==> src/rtl/fstx_pkg.sv <==
package fstx_pkg;

   localparam int unsigned FSTX_SEL_W    = 3;
   localparam int unsigned FSTX_MAX_BITS = 32;

   // Width code to word width in bits.
   function automatic int unsigned fstx_word_bits(input logic [FSTX_SEL_W-1:0] sel);
      case (sel)
         3'd0:    return 8;
         3'd1:    return 12;
         3'd2:    return 16;
         3'd3:    return 20;
         3'd4:    return 24;
         default: return 32;
      endcase
   endfunction

endpackage

==> src/rtl/fstx_fsync.sv <==
module fstx_fsync (
   input  logic clk,
   input  logic rst_n,
   input  logic cfg_internal,
   input  logic cfg_pol,
   input  logic pin_in,
   input  logic int_src,
   output logic pin_out,
   output logic pin_oe,
   output logic fs_edge,
   output logic fs_event
);

   logic active;
   logic seen_q;
   logic prev_q;

   // Normalised active-high sync
   assign active = cfg_internal ? int_src : (pin_in ^ cfg_pol);

   // Both stages reset to "active" so a sync held active through reset
   // must first go inactive before it can start a frame.
   always_ff @(posedge clk or negedge rst_n) begin
      if (!rst_n) begin
         seen_q   <= 1'b1;
         prev_q   <= 1'b1;
         fs_event <= 1'b0;
      end else begin
         seen_q   <= active;
         prev_q   <= seen_q;
         fs_event <= seen_q & ~prev_q;
      end
   end

   assign fs_edge = seen_q & ~prev_q;
   assign pin_oe  = cfg_internal;
   assign pin_out = cfg_internal & (int_src ^ cfg_pol);

endmodule

==> src/rtl/fstx_holdbuf.sv <==
module fstx_holdbuf #(
   parameter int unsigned DATA_W = 32
) (
   input  logic              clk,
   input  logic              rst_n,
   input  logic              clr,
   input  logic              wr_valid,
   input  logic [DATA_W-1:0] wr_data,
   input  logic              take,
   output logic              full,
   output logic [DATA_W-1:0] data
);

   always_ff @(posedge clk or negedge rst_n) begin
      if (!rst_n) begin
         full <= 1'b0;
         data <= '0;
      end else if (clr) begin
         full <= 1'b0;
      end else if (wr_valid && !full) begin
         full <= 1'b1;
         data <= wr_data;
      end else if (take) begin
         full <= 1'b0;
      end
   end

endmodule

==> src/rtl/fstx_shifter.sv <==
module fstx_shifter
   import fstx_pkg::*;
#(
   parameter int unsigned DATA_W    = 32,
   parameter int unsigned LEN_W     = 7,
   parameter bit          HOLD_IDLE = 1'b1
) (
   input  logic                  clk,
   input  logic                  rst_n,
   input  logic                  clr,
   input  logic                  start,
   input  logic [LEN_W-1:0]      cfg_len,
   input  logic [FSTX_SEL_W-1:0] cfg_sel,
   input  logic                  buf_full,
   input  logic [DATA_W-1:0]     buf_data,
   output logic                  take,
   output logic                  underflow,
   output logic                  dx,
   output logic                  busy
);

   localparam int unsigned CNT_W = $clog2(DATA_W);
   localparam int unsigned SH_W  = CNT_W + 1;

   logic [DATA_W-1:0] shreg;
   logic [DATA_W-1:0] last_word;
   logic [DATA_W-1:0] next_word;
   logic [CNT_W-1:0]  bit_cnt;
   logic [LEN_W-1:0]  words_left;
   logic [SH_W-1:0]   ws;
   logic [SH_W-1:0]   shamt;
   logic              busy_q;
   logic              under_q;
   logic              word_end;
   logic              frame_start;
   logic              chain;
   logic              load;

   assign ws          = SH_W'(fstx_word_bits(cfg_sel));
   assign shamt       = SH_W'(DATA_W) - ws;
   assign word_end    = busy_q && (bit_cnt == '0);
   assign frame_start = start && !busy_q;
   assign chain       = word_end && (words_left != '0);
   assign load        = frame_start || chain;
   assign take        = load && buf_full;
   assign next_word   = buf_full ? buf_data : last_word;

   always_ff @(posedge clk or negedge rst_n) begin
      if (!rst_n) begin
         shreg      <= '0;
         last_word  <= '0;
         bit_cnt    <= '0;
         words_left <= '0;
         busy_q     <= 1'b0;
         under_q    <= 1'b0;
      end else if (clr) begin
         bit_cnt    <= '0;
         words_left <= '0;
         busy_q     <= 1'b0;
         under_q    <= 1'b0;
      end else begin
         under_q <= 1'b0;
         if (load) begin
            // Left-align so the word MSB sits at the output bit
            shreg      <= next_word << shamt;
            last_word  <= next_word;
            bit_cnt    <= CNT_W'(ws - SH_W'(1));
            under_q    <= !buf_full;
            busy_q     <= 1'b1;
            words_left <= frame_start ? cfg_len : words_left - 1'b1;
         end else if (word_end) begin
            busy_q <= 1'b0;
         end else if (busy_q) begin
            shreg   <= {shreg[DATA_W-2:0], 1'b0};
            bit_cnt <= bit_cnt - 1'b1;
         end
      end
   end

   if (HOLD_IDLE) begin : g_hold_idle
      assign dx = shreg[DATA_W-1];
   end else begin : g_zero_idle
      assign dx = busy_q & shreg[DATA_W-1];
   end

   assign busy      = busy_q;
   assign underflow = under_q;

endmodule

==> src/rtl/fsync_ser_tx.sv <==
module fsync_ser_tx
   import fstx_pkg::*;
#(
   parameter int unsigned DATA_W    = 32,
   parameter int unsigned LEN_W     = 7,
   parameter bit          HOLD_IDLE = 1'b1
) (
   input  logic                  clk,
   input  logic                  rst_n,
   input  logic                  tx_reset,
   input  logic [LEN_W-1:0]      cfg_frame_len,
   input  logic [FSTX_SEL_W-1:0] cfg_word_sel,
   input  logic                  cfg_fs_pol,
   input  logic                  cfg_fs_internal,
   input  logic                  int_fs,
   input  logic                  fs_pin_in,
   output logic                  fs_pin_out,
   output logic                  fs_pin_oe,
   input  logic                  wr_valid,
   input  logic [DATA_W-1:0]     wr_data,
   output logic                  buf_full,
   output logic                  dx,
   output logic                  dx_oe,
   output logic                  fs_event,
   output logic                  underflow
);

   if (DATA_W < FSTX_MAX_BITS) begin : g_bad_data_w
      $error("fsync_ser_tx: DATA_W must hold the widest word");
   end
   if (LEN_W < 1) begin : g_bad_len_w
      $error("fsync_ser_tx: LEN_W must be at least 1");
   end

   logic              fs_edge;
   logic              take;
   logic [DATA_W-1:0] hold_data;

   fstx_fsync u_fsync (
      .clk          (clk),
      .rst_n        (rst_n),
      .cfg_internal (cfg_fs_internal),
      .cfg_pol      (cfg_fs_pol),
      .pin_in       (fs_pin_in),
      .int_src      (int_fs),
      .pin_out      (fs_pin_out),
      .pin_oe       (fs_pin_oe),
      .fs_edge      (fs_edge),
      .fs_event     (fs_event)
   );

   fstx_holdbuf #(.DATA_W(DATA_W)) u_holdbuf (
      .clk      (clk),
      .rst_n    (rst_n),
      .clr      (tx_reset),
      .wr_valid (wr_valid),
      .wr_data  (wr_data),
      .take     (take),
      .full     (buf_full),
      .data     (hold_data)
   );

   fstx_shifter #(
      .DATA_W    (DATA_W),
      .LEN_W     (LEN_W),
      .HOLD_IDLE (HOLD_IDLE)
   ) u_shifter (
      .clk       (clk),
      .rst_n     (rst_n),
      .clr       (tx_reset),
      .start     (fs_edge & ~tx_reset),
      .cfg_len   (cfg_frame_len),
      .cfg_sel   (cfg_word_sel),
      .buf_full  (buf_full),
      .buf_data  (hold_data),
      .take      (take),
      .underflow (underflow),
      .dx        (dx),
      .busy      (dx_oe)
   );

endmodule

==> config.mk <==
export PLATFORM = sky130hd
export DESIGN_NAME = fsync_ser_tx
export DESIGN_NICKNAME = d
export VERILOG_FILES = /design/src/rtl/fstx_pkg.sv /design/src/rtl/fstx_fsync.sv /design/src/rtl/fstx_holdbuf.sv /design/src/rtl/fstx_shifter.sv /design/src/rtl/fsync_ser_tx.sv
export SDC_FILE = /design/constraint.sdc
export NUM_CORES = 1
export LEC_CHECK = 0
export BUFFER_PORTS_ARGS = -buffer_cell sky130_fd_sc_hd__buf_2
export CORE_UTILIZATION = 55
export DETAILED_ROUTE_END_ITERATION = 8
export MAX_ROUTING_LAYER = met4
export PLACE_DENSITY = 0.76
export SLEW_MARGIN = 15
export SYNTH_ARGS = -nofsm -noshare
export SYNTH_HDL_FRONTEND = slang
export SYNTH_SLANG_ARGS = --single-unit
export TNS_END_PERCENT = 1
==> constraint.sdc <==
create_clock -name clk -period 3.8 [get_ports clk]
set_input_delay 0.76 -clock clk [delete_from_list [all_inputs] [get_ports clk]]
set_output_delay 0.76 -clock clk [all_outputs]
set_load 0.02 [all_outputs]
==> results of run 1 <==
[cell families after synthesis]
kind of cell    share of synthesized area, %
compound gates                          18.8
simple gates                            10.2
flops                                   44.1
mux                                     21.2
buf+inv                                 4.60
xor+xnor                               0.677
fa+ha+maj                              0.386
[cells in the mapped netlist, types with 3 or more instances]
master / instances
a221oi_1: 5
a211o_1: 3
a31oi_1: 4
o21ai_0: 49
buf_4: 9
a2111o_1: 3
a211oi_1: 14
clkbuf_1: 21
and3_1: 3
nand2_1: 29
a222oi_1: 4
mux2i_1: 27
a221o_1: 4
nor3_1: 5
o31ai_1: 7
nor4_1: 3
a2bb2oi_1: 10
xnor2_1: 3
nand2b_1: 5
nor2_1: 35
o2111a_1: 3
a21oi_1: 46
o22a_1: 3
inv_1: 7
dfrtp_1: 112
a22oi_1: 3
mux2_2: 68
buf_2: 14
buf_6: 4
a2111oi_0: 3
mux4_2: 15
nor2b_1: 7
nand3_1: 21
[worst max-delay path: stages, from the launching register on]
cell and delay (ns):
dfrtp_2 0.86, mux2i_1 0.74, mux2i_1 0.17, a222oi_1 0.55, a221o_1 0.27, a2bb2oi_1 0.07
[per-layer routing]
metal  wire (µm)  global-route usage, %  part of all wire, %  vias up
met5           0                      -                    0        -
met4         311                   10.3                  1.9        0
met3         885                   6.04                  5.3       21
met2        8150                   45.5                   49      191
met1        7230                   39.0                   44     2580
li1            -                      -                    -     2331
[per-stage QoR]
stage	setup slack, ns	hold WS, ns
floorplan	1.15	0.359
global placement	0.982	0.368
detailed placement	0.898	0.370
CTS	1.02	0.384
global route	0.795	0.387
finish	0.997	0.384
[sequential cells by signal, indices dropped and copies added, names as in the netlist]
register and count:
u_shifter.shreg 32, u_shifter.busy 1, u_shifter.last_word 32, u_shifter.underflow 1, u_shifter.words_left 7, u_shifter.bit_cnt 5
u_fsync.prev_q 1, u_holdbuf.full 1, u_fsync.fs_event 1, u_holdbuf.data 32, u_fsync.seen_q 1
[final timing paths]
check	start	end	slack, ns	cells after the start
max	u_holdbuf.full$_DFFE_PN0P_	u_shifter.shreg[30]$_DFFE_PN0P_	1.0	5
min	u_fsync.seen_q$_DFF_PN1_	u_fsync.prev_q$_DFF_PN1_	0.38	0
max reg2reg	u_holdbuf.full$_DFFE_PN0P_	u_shifter.shreg[30]$_DFFE_PN0P_	1.0	5
min reg2reg	u_fsync.seen_q$_DFF_PN1_	u_fsync.prev_q$_DFF_PN1_	0.38	0
max in group asynchronous	rst_n	u_shifter.shreg[30]$_DFFE_PN0P_	2.41	2
min in group asynchronous	rst_n	u_fsync.fs_event$_DFF_PN0_	0.52	1
[where the power goes]
| group | leakage [µW] | switching (µW) | internal, µW | total [µW] |
|---|---|---|---|---|
| logic | 0.00141 | 932 | 814 | 1750 |
| registers | 0.00137 | 327 | 1640 | 1970 |
| clock network | 0.000280 | 593 | 989 | 1580 |
| total | 0.00306 | 1850 | 3450 | 5300 |
[area by class of cell]
type | instances | area [µm²] | share of cell area [%]
clock inverters | 14 | 156 | 2.11
multi-input cells | 421 | 3330 | 44.9
flip-flops and latches | 114 | 2860 | 38.6
repair buffers | 73 | 410 | 5.54
inverters | 9 | 36.3 | 0.490
well taps | 143 | 179 | 2.42
clock buffers | 18 | 439 | 5.93
==> results by group, run 1 <==
Synthesis
  – Top cells by area, synth: dfrtp_1 (43%), mux2_2 (12%), mux4_2 (5.2%)
  – Leading area contributor after synthesis: dfrtp_1
  – Library cells used by synthesis: just under 70
  – Syn. warnings: 0
  – Post-Syn Area: ~6500 µm²
  – Post-Syn Instances: 592
  – Flops & latches, synth: roughly 110
  – Ys flop type: dfrtp_1
  – Post-Syn Area per Cell: roughly 11 µm²
  – Asr flop ratio synth: 100%
  – Register area share after synthesis: roughly 44%
  – Synth top area share: 43.3%
  – Post-synth EDFFs: 0
  – Post-Syn Nets: 644

Setup path
  – Critical Path RT: around 4.1 ns
  – CP startpoint kind: flop
  – Setup Crit Path Kind: flop to flop
  – Crit-path max FO: 30
  – CP arrival: about 3 ns
  – Setup crit end kind: flop

Power
  – Power, Total: roughly 5300 µW
  – Leakage: 0.00306 µW
  – Power per cell area: approximately 720 nW/µm²
  – Maximum VDD drop: 0.000625 V

Clock network
  – Post-CTS Hold Buffers: 0
  – Worst skew pair latency: slightly above 0.4 ns
  – Root buf cell: clkbuf_16
  – Clock Pin Slew Worst Setup and Hold Paths: 0.06 ns
  – Clk sinks: 114
  – H-Tree Depth: 4
  – Post_cts resized: 0
  – Clk buf depth: 2
  – TritonCTS buffer count: 17
  – CTS tree: yes
  – Post-CTS Setup Inserts: 0

Timing
  – Worst Max-Slew Pin Slew: around 1.1 ns
  – Max-slew violation count: 0
  – Min Tclk post-route: between 2 and 3 ns
  – Slew margin rel.: 29.6%
  – Fin crit share: roughly three quarters
  – Unrepaired setup endpoints after global routing: false
  – Fmax achieved: 357 MHz
  – Final Hold Fails: 0
  – Final setup viols: 0
  – Post-Route Skew: 0.00967 ns
  – Setup TNS: 0 ns

Global routing
  – GRT Total Usage: just under 30%
  – Largest net degree at the start of global routing: 80
  – First-pass GRT wire length: about 27000 µm
  – GRT overflow: 0
  – Antenna violations before repair: 0
  – Vias in the first global route: approximately 5200

Floorplanning
  – Die ar.: about 12000 µm²
  – DIE HEIGHT: roughly 110 µm
  – Die Width: roughly 110 µm
  – Core footprint: between 10000 and 15000 µm²
  – Ports: 57
  – Initial Utilization: between 50% and 60%
  – Row count: 39

Placed design
  – Placed cell area: about 6800 µm²
  – HPWL after DPL: ~11000 µm
  – Placed insts: 760
  – GPL Wtd Cong: ~0.95
  – Port Buf Inserts: 56

Worst hold path
  – Hold/Removal Path Class: flop to flop

Finish
  – Share of cells above drive strength 1: between 30 and 40%
  – Layout Area Growth over Synthesis: 14.4%
  – Final instance area: 7400 µm²
  – Final core area utilization: 64.6%
  – Layout Cells excl Fill: 792
  – Most frequent cells in the layout: dfrtp_1 (111), mux2_2 (68), buf_2 (55), o21ai_0 (49), a21oi_1 (46)
  – Final nets: 688
  – Layout fillers: roughly 900
  – Antenna fix cells: 0
  – Commonest non-fill, non-tap cell in the layout: dfrtp_1

Run status
  – Status: complete, no violations

Routing
  – Iteration-0 DRC Markers: 525
  – DR WL/cell: between 20 and 25 µm
  – DRC Markers: 0
  – WL final: between 15000 and 20000 µm
  – Drt first pass iters: 5
  – Via count: about 5100
  – Antenna Nets Post-Route: 0
  – Detailed-route vias per instance: roughly 6.5

Run
  – Max capacitance violation total: 0
Power figures use the tool's default switching activity.
==> run 2, diff against run 1 <==
==> constraint.sdc (replaced) <==
create_clock -name clk -period 2.6 [get_ports clk]
set_input_delay 0.52 -clock clk [delete_from_list [all_inputs] [get_ports clk]]
set_output_delay 0.52 -clock clk [all_outputs]
set_load 0.02 [all_outputs]
==> run 2 against run 1 <==
  * Total power rose by 53%
  * Setup slack got worse by 0.90 ns
  * Clock power rose by 55%
  * Clock-buffer cell count rose by 5
  * Die area did not move
  * Critical path depth rose by 4
  * Register-to-register slack got worse by 0.90 ns
  * Flip-flop and latch count did not move
  * Routed wire length rose by 1.8%
  * Utilization rose by 2.8 points
  * Sequential share of layout area fell by 1.6 points
  * Critical path type unchanged
==> results by group, run 2 (synthesis results as in run 1) <==
Clock network
  – Clock Pin Slew Worst Setup and Hold Paths: 0.05 ns (about the same)
  – Clk buf depth: 2 (unchanged)
  – CTS tree: yes
  – TritonCTS buffer count: 17 (unchanged)
  – Worst skew pair latency: 0.42 ns (about the same)
  – Root buf cell: clkbuf_16
  – Clk sinks: 114 (unchanged)
  – H-Tree Depth: 4 (unchanged)

Routing
  – WL final: 16900 µm (+1.8%)
  – Antenna Nets Post-Route: 0 (unchanged)
  – Drt first pass iters: 6 (+1)
  – Via count: 5224 (+2.0%)
  – DR WL/cell: 20.5 µm (-2.1%)
  – Detailed-route vias per instance: 6.35 (-1.9%)
  – Iteration-0 DRC Markers: 468 (-11%)
  – DRC Markers: 0 (unchanged)

Setup path
  – Setup Crit Path Kind: flop to flop
  – Critical Path RT: 2.92 ns (-1.16 ns)
  – CP arrival: 2.83 ns (-0.26 ns)
  – CP startpoint kind: flop
  – Crit-path max FO: 36 (+20%)
  – Setup crit end kind: flop

Power
  – Power, Total: 8120 µW (+53%)
  – Leakage: 0.00324 µW (+5.8%)
  – Power per cell area: 1050 nW/µm² (+47%)
  – Maximum VDD drop: 0.000669 V (+7.1%)

Timing
  – Max-slew violation count: 0 (unchanged)
  – Post-Route Skew: 0.0125 ns (+0.00280 ns)
  – Slew margin rel.: 47.6% (+18 points)
  – Min Tclk post-route: 2.50 ns (-0.300 ns)
  – Worst Max-Slew Pin Slew: 0.786 ns (-0.270 ns)
  – Final setup viols: 0 (unchanged)
  – Fin crit share: 96.3% (+23 points)
  – Setup TNS: 0 ns (unchanged)
  – Final Hold Fails: 0 (unchanged)
  – Unrepaired setup endpoints after global routing: true
  – Fmax achieved: 399 MHz (+12%)
  – Slack of the critical path: 0.0963 ns (-0.900 ns)

Global routing
  – Vias in the first global route: 5420 (+4.5%)
  – GRT overflow: 0 (unchanged)
  – Antenna violations before repair: 0 (unchanged)
  – Largest net degree at the start of global routing: 51 (-36%)
  – GRT Total Usage: 30.2% (+0.69 points)
  – First-pass GRT wire length: 28000 µm (+2.1%)

Placed design
  – HPWL after DPL: 11900 µm (+4.1%)
  – Port Buf Inserts: 56 (unchanged)
  – Dpl ws: 0.0223 ns (-0.875 ns)
  – Placed insts: 787 (+3.6%)
  – GPL Wtd Cong: 0.929 (-2.4%)

Floorplanning
  – Ports: 57 (unchanged)
  – Core footprint: 11500 µm² (unchanged)
  – Die ar.: 12200 µm² (unchanged)
  – DIE HEIGHT: 110 µm (unchanged)
  – Row count: 39 (unchanged)
  – Die Width: 110 µm (unchanged)
  – Initial Utilization: 56.5% (unchanged)

Finish
  – Antenna fix cells: 0 (unchanged)
  – Sequential Area: 2860 µm² (unchanged)
  – Commonest non-fill, non-tap cell in the layout: dfrtp_1
  – Layout Area Growth over Synthesis: 19.4%
  – Area of the multi-input gates: 3370 µm² (+1.2%)
  – Largest regs: u_holdbuf.data: 32 flops, u_shifter.last_word: 32 flops, u_shifter.shreg: 32 flops
  – Most frequent cells in the layout: dfrtp_1 (111), mux2_2 (68), buf_2 (55), o21ai_0 (48), buf_4 (47)
  – Layout fillers: 858 (-6.0%)
  – Share of cells above drive strength 1: 35.9% (+3.5 points)
  – Layout Cells excl Fill: 823 (+3.9%)
  – Final core area utilization: 67.4% (+2.8 points)
  – Final nets: 719 (+4.5%)

Run status
  – Status: complete, no violations

Run
  – Max capacitance violation total: 0 (unchanged)

Worst hold path
  – Hold/Removal Path Class: input port to async pin
## run 2: cell types whose count changed in the layout (fill, tap and decap cells not counted), moves of 3 or more
cell      change
buf_4        +29
inv_1         -3
inv_2         +3
clkbuf_1      +4
clkinv_4      -3
inv_6         -3
## run 2: metal layers
layer,vias up,track usage [%],wire length [µm]
met5,-,-,0
li1,2383,-,-
met2,210,45.8,8050
met1,2595,39.1,7320
met3,36,5.82,1010
met4,0,14.7,490
## run 2: critical path, stage by stage, from the launching register on
cell      delay [ns]
dfrtp_1         0.40
inv_2           0.09
ha_4            0.15
nand2b_4        0.07
or4b_4          0.54
a22oi_2         0.28
buf_4           0.16
buf_4           0.34
nor4_1          0.13
o31ai_1         0.25
## run 2: cell type report
cell class,count,area share (%)
Multi-Input combinational cell,421,43.6
Sequential cell,114,37.0
Timing Repair Buffer,104,8.65
Clock buffer,23,6.06
Tap cell,143,2.32
Clock inverter,9,1.99
Inverter,9,0.470
## run 2: stage by stage
| step | area, µm² | hold slack, ns |
|---|---|---|
| after floorplan | 6490 | 0.224 |
| after global placement | 7040 | 0.370 |
| after detailed placement | 7040 | 0.371 |
| after CTS | 7680 | 0.0114 |
| after global routing | 7730 | 0.0318 |
| final | 7730 | 0.0196 |
## run 2: what timing repair did
item / CTS / global route
endpoints found under the setup margin: 1 / 7
resized for setup: 0 / 9
buffers inserted: 2 / 2
hold buffers: 0 / 0
pin swaps: 2 / 4
## run 2: where the power goes
part	switching, µW	leakage [µW]	total (µW)	internal, µW
sequential	452	0.00137	2850	2400
combinational	1460	0.00157	2820	1360
clock	804	0.000297	2450	1650
total	2710	0.00324	8120	5410
## run 2: path summary, 6_finish.rpt
kind | from | end | slack [ns] | depth (start not counted)
worst min register to register | u_fsync.seen_q$_DFF_PN1_ | u_fsync.prev_q$_DFF_PN1_ | 0.38 | 0
min in group clk | cfg_fs_internal | u_fsync.seen_q$_DFF_PN1_ | 0.31 | 2
max in group asynchronous | rst_n | u_fsync.seen_q$_DFF_PN1_ | 1.85 | 2
worst max-delay path | u_shifter.words_left[0]$_DFFE_PN0P_ | u_shifter.shreg[25]$_DFFE_PN0P_ | 0.1 | 9
worst min-delay path | rst_n | u_shifter.words_left[2]$_DFFE_PN0P_ | 0.02 | 1
worst max register to register | u_shifter.words_left[0]$_DFFE_PN0P_ | u_shifter.shreg[25]$_DFFE_PN0P_ | 0.1 | 9
==> run 3, diff against run 2 <==
--- a/config.mk
+++ b/config.mk
@@ -9,9 +9,10 @@
 export CORE_UTILIZATION = 55
 export DETAILED_ROUTE_END_ITERATION = 8
 export MAX_ROUTING_LAYER = met4
-export PLACE_DENSITY = 0.76
+export PLACE_DENSITY = 0.77
 export SLEW_MARGIN = 15
 export SYNTH_ARGS = -nofsm -noshare
 export SYNTH_HDL_FRONTEND = slang
+export SYNTH_HIERARCHICAL = 1
 export SYNTH_SLANG_ARGS = --single-unit
 export TNS_END_PERCENT = 1
==> run 3 against run 2 <==
  * Non-clock buffer count is 10 lower
  * Critical path depth is 1 lower
  * Die area is 4.5% lower
  * Clock-buffer cell count is 1 lower
  * Flip-flop and latch count stayed put
  * Fmax is 6.4% higher
  * Synthesized area is 4.6% lower
  * Critical path type unchanged
  * Critical endpoint is now u_shifter/shreg[2]$_DFFE_PN0P_
  * Largest power group unchanged
  * Highest routed layer unchanged
==> results by group, run 3 <==
Finish
  – Layout Area Growth over Synthesis: 18.1%
  – Most frequent cells in the layout: dfrtp_1 (111), o21ai_0 (58), buf_2 (55), mux2_2 (55), nand2_1 (47)
  – Final nets: 736 (+2.4%)
  – Layout fillers: 839 (-2.2%)
  – Antenna fix cells: 0 (unchanged)
  – Layout Cells excl Fill: 837 (+1.7%)
  – Commonest non-fill, non-tap cell in the layout: dfrtp_1
  – Share of cells above drive strength 1: 28.1% (-7.8 points)
  – Largest regs: u_holdbuf/data: 32 flops, u_shifter/last_word: 32 flops, u_shifter/shreg: 32 flops

Timing
  – Min Tclk post-route: 2.35 ns (-0.151 ns)
  – Post-Route Skew: 0.00671 ns (-0.00576 ns)
  – Unrepaired setup endpoints after global routing: false
  – Final Hold Fails: 0 (unchanged)
  – Slew margin rel.: 44.7% (-2.9 points)
  – Worst Max-Slew Pin Slew: 0.822 ns (+0.0368 ns)
  – Hold Slack: 0.177 ns (+0.157 ns)
  – Final setup viols: 0 (unchanged)
  – Max-slew violation count: 0 (unchanged)
  – Slack of the critical path: 0.247 ns (+0.151 ns)
  – Fin crit share: 90.5% (-5.8 points)
  – Setup TNS: 0 ns (unchanged)
  – Fmax achieved: 425 MHz (+6.4%)

Synthesis
  – Post-Syn Nets: 670 (+4.0%)
  – Synth top area share: 45.4% (+2.1 points)
  – Post-Syn Area: 6180 µm² (-4.6%)
  – Asr flop ratio synth: 100% (unchanged)
  – Post-Syn Instances: 618 (+4.4%)
  – Post-synth EDFFs: 0 (unchanged)
  – Flops & latches, synth: 114 (unchanged)
  – Synth top cells by count: dfrtp_1 (112), o21ai_0 (59), mux2_2 (55)
  – Top cells by area, synth: dfrtp_1 (45%), mux2_2 (10%), mux2i_1 (5.5%)
  – Ys flop type: dfrtp_1
  – Post-Syn Area per Cell: 10.0 µm² (-8.6%)
  – Register area share after synthesis: 46.2% (+2.1 points)
  – Syn. warnings: 6 (+6)
  – Leading area contributor after synthesis: dfrtp_1
  – Library cells used by synthesis: 63 (-8.7%)
  – Most common cell in the netlist: dfrtp_1

Floorplanning
  – Ports: 57 (unchanged)
  – Core footprint: 10900 µm² (-5.1%)
  – Initial Utilization: 56.7% (+0.29 points)
  – Row count: 38 (-2.6%)
  – Die ar.: 11700 µm² (-4.5%)
  – Die Width: 108 µm (-2.3%)
  – DIE HEIGHT: 108 µm (-2.3%)

Routing
  – WL final: 16500 µm (-2.0%)
  – Via count: 5223 (-0.019%)
  – DRC Markers: 0 (unchanged)
  – DR WL/cell: 19.8 µm (-3.6%)
  – Detailed-route vias per instance: 6.24 (-1.7%)
  – Antenna Nets Post-Route: 0 (unchanged)
  – Drt first pass iters: 5 (-1)
  – Iteration-0 DRC Markers: 398 (-15%)

Clock network
  – Clk sinks: 114 (unchanged)
  – Clock Pin Slew Worst Setup and Hold Paths: 0.06 ns (about the same)
  – Worst skew pair latency: 0.52 ns (+0.10 ns)
  – Clk buf depth: 2 (unchanged)
  – Root buf cell: clkbuf_8
  – TritonCTS buffer count: 17 (unchanged)
  – CTS tree: yes
  – H-Tree Depth: 4 (unchanged)

Run status
  – Status: complete, no violations

Setup path
  – Crit-path max FO: 53 (+47%)
  – Setup Crit Path Kind: flop to flop
  – CP max stage delay: 0.41 ns (-0.13 ns)
  – CP arrival: 2.72 ns (-0.11 ns)
  – CP startpoint kind: flop
  – Crit-path slowest cell: or3b_4
  – Setup crit end kind: flop
  – Critical Path RT: 2.96 ns (+0.04 ns)
  – Worst path cell trace: inv_1, ha_1, or3b_4, or2_1, a21oi_4, buf_12, or3_1, a31oi_1

Global routing
  – Antenna violations before repair: 0 (unchanged)
  – GRT overflow: 0 (unchanged)
  – Vias in the first global route: 5154 (-4.9%)
  – GRT Total Usage: 31.9% (+1.7 points)
  – First-pass GRT wire length: 27100 µm (-3.4%)
  – Largest net degree at the start of global routing: 54 (+5.9%)

Worst hold path
  – Hold/Removal Path Class: input port to flop

Placed design
  – Port Buf Inserts: 56 (unchanged)
  – Placed insts: 804 (+2.2%)
  – GPL Wtd Cong: 0.934 (+0.62%)
  – Dpl ws: 0.0826 ns (+0.0603 ns)
  – HPWL after DPL: 11800 µm (-0.90%)

Power
  – Leakage: 0.00312 µW (-3.7%)
  – Maximum VDD drop: 0.000770 V (+15%)
  – Power per cell area: 962 nW/µm² (-8.5%)

Run
  – Max capacitance violation total: 0 (unchanged)
## run 3: area by class of cell
| type | instances | area, µm² | area share, % |
|---|---|---|---|
| sequential | 114 | 2860 | 39.2 |
| clock inverter | 10 | 108 | 1.48 |
| timing repair buffer | 94 | 608 | 8.34 |
| clock buffer | 22 | 463 | 6.35 |
| inverter | 9 | 33.8 | 0.463 |
| multi-input combinational | 448 | 3050 | 41.8 |
| tap | 140 | 175 | 2.40 |
## run 3: power by group
part | switching [µW] | leakage, µW | internal [µW]
Sequential | 349 | 0.00139 | 2380
Clock | 790 | 0.000277 | 1430
Combinational | 1160 | 0.00146 | 915
Total | 2300 | 0.00312 | 4720
## run 3: layer usage
| metal | up-vias | track usage (%) | part of all wire, % |
|---|---|---|---|
| met5 | - | - | 0 |
| met2 | 200 | 49.5 | 48 |
| met3 | 18 | 7.11 | 6.5 |
| li1 | 2417 | - | - |
| met1 | 2588 | 42.1 | 45 |
| met4 | 0 | 8.81 | 1.2 |
## run 3: critical path, delay by kind of cell (launching register included)
kind	cells	cell delay, ns
flops	1	0.40
fa+ha+maj	1	0.16
compound gates	2	0.36
buf+inv	2	0.32
simple gates	3	0.93
## run 3: timing repair
action                                  CTS  global route
endpoints found under the setup margin    0             1
hold buffers                              1             0
gates resized for setup                   0             2
hold endpoints to repair                 29             0
setup buffers                             0             0
## run 3: path summary, 6_finish.rpt
check	startpoint	to	slack, ns	depth (start not counted)
min	cfg_fs_internal	u_fsync/seen_q$_DFF_PN1_	0.18	2
min reg2reg	u_fsync/seen_q$_DFF_PN1_	u_fsync/prev_q$_DFF_PN1_	0.37	0
max reg2reg	u_shifter/words_left[0]$_DFFE_PN0P_	u_shifter/shreg[2]$_DFFE_PN0P_	0.25	8
min in group asynchronous	rst_n	u_holdbuf/full$_DFFE_PN0P_	0.48	2
max	u_shifter/words_left[0]$_DFFE_PN0P_	u_shifter/shreg[2]$_DFFE_PN0P_	0.25	8
max in group asynchronous	rst_n	u_shifter/last_word[10]$_DFFE_PN0P_	1.30	3
## run 3: cell families after synthesis
| kind of cell | synth area share, % |
|---|---|
| compound gates | 17.9 |
| simple gates | 13.8 |
| flops | 46.2 |
| mux | 15.9 |
| buf+inv | 4.58 |
| xor+xnor | 1.13 |
| fa+ha+maj | 0.405 |
## run 3: per-stage QoR
step / utilization, % / cell area (µm²) / power (µW)
6_report: 67.0 / 7290 / 7020
5_1_grt: 67.0 / 7290 / 7420
2_1_floorplan: - / 6180 / 4040
4_1_cts: 67.0 / 7290 / 7030
3_3_place_gp: 61.6 / 6710 / 4680
3_5_place_dp: 61.6 / 6710 / 4780
